===== src/rtl/usb_txfill_gate.sv =====
module usb_txfill_gate #(
  parameter int TW      = 16,
  parameter int HS_UNIT = 8,
  parameter int FS_UNIT = 40
) (
  input  logic          clk,
  input  logic          rst_n,
  input  logic          reg_wr,
  input  logic [31:0]   reg_wdata,
  output logic [31:0]   reg_rdata,
  input  logic          burst_post,
  input  logic          stream_off,
  input  logic          hs_link,
  input  logic          pkt_pend,
  input  logic [TW-1:0] sof_left,
  input  logic [TW-1:0] pkt_est,
  output logic          pkt_start,
  output logic          back_off
);
  localparam int CW = 6;
  localparam int HW = 5;
  localparam int OW = 8;
  localparam int SW = TW + OW + 8;
  localparam logic [CW-1:0] CMAX = '1;
  localparam logic [HW-1:0] HMAX = '1;

  typedef enum logic [1:0] {ARM, WAIT_FRAME, WAIT_IDLE} st_t;

  st_t            st;
  logic [CW-1:0]  thr, cnt;
  logic [HW-1:0]  health;
  logic [OW-1:0]  ovh;
  logic [TW-1:0]  sof_q;

  wire            unused_bits = &{1'b0, reg_wdata[31:22], reg_wdata[15:8]};

  wire [CW-1:0]   thr_eff   = stream_off ? CMAX : thr;
  wire            fill_ok   = cnt >= thr_eff;
  wire [SW-1:0]   unit_cyc  = hs_link ? SW'(HS_UNIT) : SW'(FS_UNIT);
  wire [SW-1:0]   need_t    = SW'(pkt_est) + SW'(ovh) * unit_cyc;
  wire            fits      = need_t <= SW'(sof_left);
  wire            new_frame = sof_left > sof_q;
  wire            go        = (st == ARM) && pkt_pend && fill_ok && fits;
  wire            miss      = (st == ARM) && pkt_pend && !fill_ok && !fits;

  assign reg_rdata = {10'b0, thr, 3'b0, health, ovh};

  always_ff @(posedge clk) begin
    if (!rst_n) begin
      st        <= ARM;
      thr       <= '0;
      cnt       <= '0;
      health    <= '0;
      ovh       <= '0;
      sof_q     <= '0;
      pkt_start <= 1'b0;
      back_off  <= 1'b0;
    end else begin
      sof_q     <= sof_left;
      pkt_start <= go;
      back_off  <= miss;
      if (burst_post && cnt != CMAX) cnt <= cnt + 1'b1;
      unique case (st)
        ARM: begin
          if (go) begin
            cnt <= '0;
            st  <= WAIT_IDLE;
          end else if (miss) begin
            cnt <= '0;
            st  <= WAIT_FRAME;
            if (health != HMAX) health <= health + 1'b1;
          end
        end
        WAIT_FRAME: if (new_frame) st <= ARM;
        WAIT_IDLE:  if (!pkt_pend) st <= ARM;
        default:    st <= ARM;
      endcase
      if (reg_wr) begin
        thr    <= reg_wdata[21:16];
        ovh    <= reg_wdata[7:0];
        health <= '0;
      end
    end
  end


  start_needs_fill_chk: assert property (@(posedge clk) disable iff (!rst_n)
    pkt_start |-> $past(cnt) >= $past(thr_eff));


  backoff_counts_chk: assert property (@(posedge clk) disable iff (!rst_n)
    back_off && !$past(reg_wr) && $past(health) != HMAX |-> health == $past(health) + 1'b1);


  health_sat_chk: assert property (@(posedge clk) disable iff (!rst_n)
    health == HMAX && !reg_wr |=> health == HMAX);


  write_clears_chk: assert property (@(posedge clk) disable iff (!rst_n)
    reg_wr |=> health == '0);


  burst_sat_chk: assert property (@(posedge clk) disable iff (!rst_n)
    cnt == CMAX |=> cnt == CMAX || pkt_start || back_off);


  frame_wait_chk: assert property (@(posedge clk) disable iff (!rst_n)
    st == WAIT_FRAME && !new_frame |=> !pkt_start && !back_off);


  pulse_excl_chk: assert property (@(posedge clk) disable iff (!rst_n)
    pkt_start |=> !pkt_start && !back_off);
endmodule


===== config.mk =====
export PLATFORM = sky130hd
export DESIGN_NAME = usb_txfill_gate
export DESIGN_NICKNAME = d
export VERILOG_FILES = /design/src/rtl/usb_txfill_gate.sv
export SDC_FILE = /design/constraint.sdc
export NUM_CORES = 1
export LEC_CHECK = 0
export BUFFER_PORTS_ARGS = -buffer_cell sky130_fd_sc_hd__buf_4
export CORE_MARGIN = 8
export CORE_UTILIZATION = 45
export DETAILED_ROUTE_END_ITERATION = 7
export PLACE_DENSITY = 0.7
export SYNTH_ARGS = -nofsm -noshare
export SYNTH_HDL_FRONTEND = slang
export SYNTH_SLANG_ARGS = --single-unit

===== constraint.sdc =====
create_clock -name clk -period 9.9 [get_ports clk]
set_clock_uncertainty 0.15 [all_clocks]
set_input_delay 0.495 -clock clk [delete_from_list [all_inputs] [get_ports clk]]
set_output_delay 0.495 -clock clk [all_outputs]
set_load 0.01 [all_outputs]

==> results.json <==
{
  "outcome": "completed",
  "vias": 2994,
  "io_buffers": 73,
  "synth_area_per_cell_um2": 8.76,
  "die_y_um": 107,
  "synthesis.yosys.warnings": 0,
  "dieArea_mm2": 0.0115,
  "dpl.hpwl_um": 6390,
  "start_util": 0.460,
  "first_pass_iters": 4,
  "drv_cap": 0,
  "min_delay_path_depth": 2,
  "coreArea_mm2": 0.00813,
  "cp_max_fo": 8,
  "worstSetupStartpointType": "register",
  "tritoncts.num_buffers": 5,
  "holdBufCountCts": 0,
  "rr_worst_depth": 22,
  "clockBufferDepth": 2,
  "cts-root-buf": "clkbuf_8",
  "cp_data_required_time_ns": 9.89,
  "slew_headroom": 0.298,
  "ir_drop_mv": 0.0547,
  "yosysSeqAreaShare": 0.241,
  "hold_end": "sof_q[2]",
  "drc": 0,
  "synthArstFlopShare": 0,
  "worstMarginPinSlew_ns": 1.05,
  "final_cell_mix": "ha_1 (76), buf_4 (73), inv_1 (61)",
  "crit_type": "reg -> reg",
  "first_global_vias": 3006,
  "drtAntennaViolNets": 0,
  "grt_usage": 0.134,
  "period_share": 0.536,
  "finalPower_uw": 484,
  "hold_viol": 0,
  "place.gp.congestion": 0.761,
  "netlist_area_mm2": 0.00374,
  "antenna_cells": 0,
  "fmax_mhz": 188,
  "final_common_cell": "ha_1",
  "drv_slew": 0,
  "nets": 651,
  "cts_setup_buffers": 0,
  "crit-reg2reg-launch": "ovh[4]",
  "drt-initial-drc-count": 45,
  "grt_max_degree": 41,
  "path_clk_slew_ns": 0.09,
  "synth_ff_type": "dfxtp_1",
  "p_per_area_mw_per_mm2": 109,
  "drive_gt1_frac": 0.178,
  "cts_tree": "yes",
  "p_leak_nw": 2.31,
  "fin_crit_ns": 5.31,
  "antenna_found_initial": 0,
  "netlist_instances": 427,
  "wl_um": 7640,
  "io_pins": 105,
  "rr_endpoint": "cnt[1]",
  "overflow": 0,
  "hp-start": "sof_left[2]",
  "reg2reg_slack_ns": 4.59,
  "syn_to_final_growth_pct": 18.6,
  "synth_edf_count": 0,
  "min-delay-path-class": "in -> reg",
  "grt_pass1_wl_um": 12800,
  "ys_types": 52,
  "wire_per_inst_um": 12.6,
  "rows": 33,
  "finalSetupViolations": 0,
  "cts.sinks": 45,
  "critical_path.endpoint_type": "register",
  "cp.arrival_ns": 5.30,
  "rsz0062_at_grt": "no",
  "die_x_um": 107,
  "via_per_inst": 4.96,
  "postSynthRegisterBits": 45,
  "post_cts_resized": 0,
  "htree_levels": 2,
  "insertion_delay_ns": 0.30,
  "setup_tns_ns": 0,
  "instances_no_fill": 604,
  "place_inst": 596
}
## how the worst max path moves through the flow
stage	start	endpoint	slack (ns)	cells after the start
after global placement	hs_link	cnt[4]	4.43	23
after floorplan	hs_link	cnt[0]	4.94	23
after detailed placement	hs_link	cnt[1]	4.31	23
after CTS	ovh[4]	cnt[1]	4.55	22
final	ovh[4]	cnt[1]	4.59	22
after global routing	ovh[4]	cnt[1]	4.22	23
## routing by layer
layer	routed length, um	global-route usage	vias up
met4	60	0.0382	0
met3	473	0.0366	7
li1	-	-	1561
met2	3630	0.231	61
met1	3470	0.158	1365
met5	0	0	-
## per-stage QoR
step | setup WS [ns] | utilization | hold slack, ns | cell area [um^2]
after floorplan | 4.94 | - | 0.347 | 3790
after global placement | 4.43 | 0.533 | 0.312 | 4330
after detailed placement | 4.31 | 0.533 | 0.339 | 4330
after CTS | 4.55 | 0.545 | 0.258 | 4440
after global routing | 4.22 | 0.545 | 0.251 | 4440
final | 4.59 | 0.545 | 0.267 | 4440
## registers in the layout, summed over array words and instances, names as in the netlist
| register | flops |
|---|---|
| pkt_start | 1 |
| ovh | 8 |
| st | 2 |
| back_off | 1 |
| health | 5 |
| sof_q | 16 |
| cnt | 6 |
| thr | 6 |
## power breakdown
part / leakage [nW] / switching (mW) / internal, mW
sequential: 0.370 / 0.00602 / 0.190
clock: 0.0549 / 0.0662 / 0.0646
combinational: 1.89 / 0.0806 / 0.0772
## critical path: stages, from the launching register on
cell and delay (ns):
dfxtp_1 0.39, nor2b_1 0.15, ha_1 0.23, ha_1 0.29, ha_1 0.27, inv_1 0.05, fa_1 0.49, inv_1 0.04
ha_1 0.32, or2_1 0.24, o31a_1 0.11, a31oi_1 0.25, o21ai_1 0.15, a21o_1 0.20, a21oi_1 0.17, xnor2_1 0.10
ha_1 0.29, nand3_1 0.10, nor2_1 0.16, nand3_1 0.10, a221o_1 0.51, xnor2_4 0.30, a21oi_1 0.10
## cells in the mapped netlist (all sizes together) (3+ instances only)
cell	n	area share
buf	15	0.030
o21a	4	0.0080
nand3	5	0.0067
ha	76	0.25
nor2	17	0.017
fa	6	0.032
nand4	12	0.020
xnor2	13	0.035
a31oi	4	0.0084
nand2	25	0.026
and3	3	0.0050
or2	3	0.0050
nor3	5	0.0067
and2	16	0.027
o211ai	5	0.010
inv	61	0.061
a21oi	21	0.028
dfxtp	45	0.24
clkbuf	6	0.0060
nand2b	3	0.0050
nor2b	27	0.047
mux2i	18	0.048
a21o	3	0.0060
o21ai	11	0.015
## cell families (layout without fill, tap and decap cells)
kind of cell / Yosys count / after routing / share of synthesized area
XOR/XNOR: 14 / 14 / 0.0378
flip-flops: 45 / 45 / 0.241
AND/OR/NAND/NOR: 123 / 123 / 0.183
AO/OA/AOI/OAI: 60 / 60 / 0.102
adder cells (fa/ha/maj): 82 / 82 / 0.286
other: 1 / 13 / 0.00100
multiplexers: 19 / 19 / 0.0512
buffers and inverters: 83 / 143 / 0.0983
## cell type report
type,count,area [um^2]
flip-flops and latches,45,901
repair buffers,73,548
multi-input cells,311,2520
clock buffers,7,96.3
fillers,778,3700
inverters,62,233
well taps,105,131
clock inverters,1,8.76
Note: power is estimated with default switching activity, not from simulation.
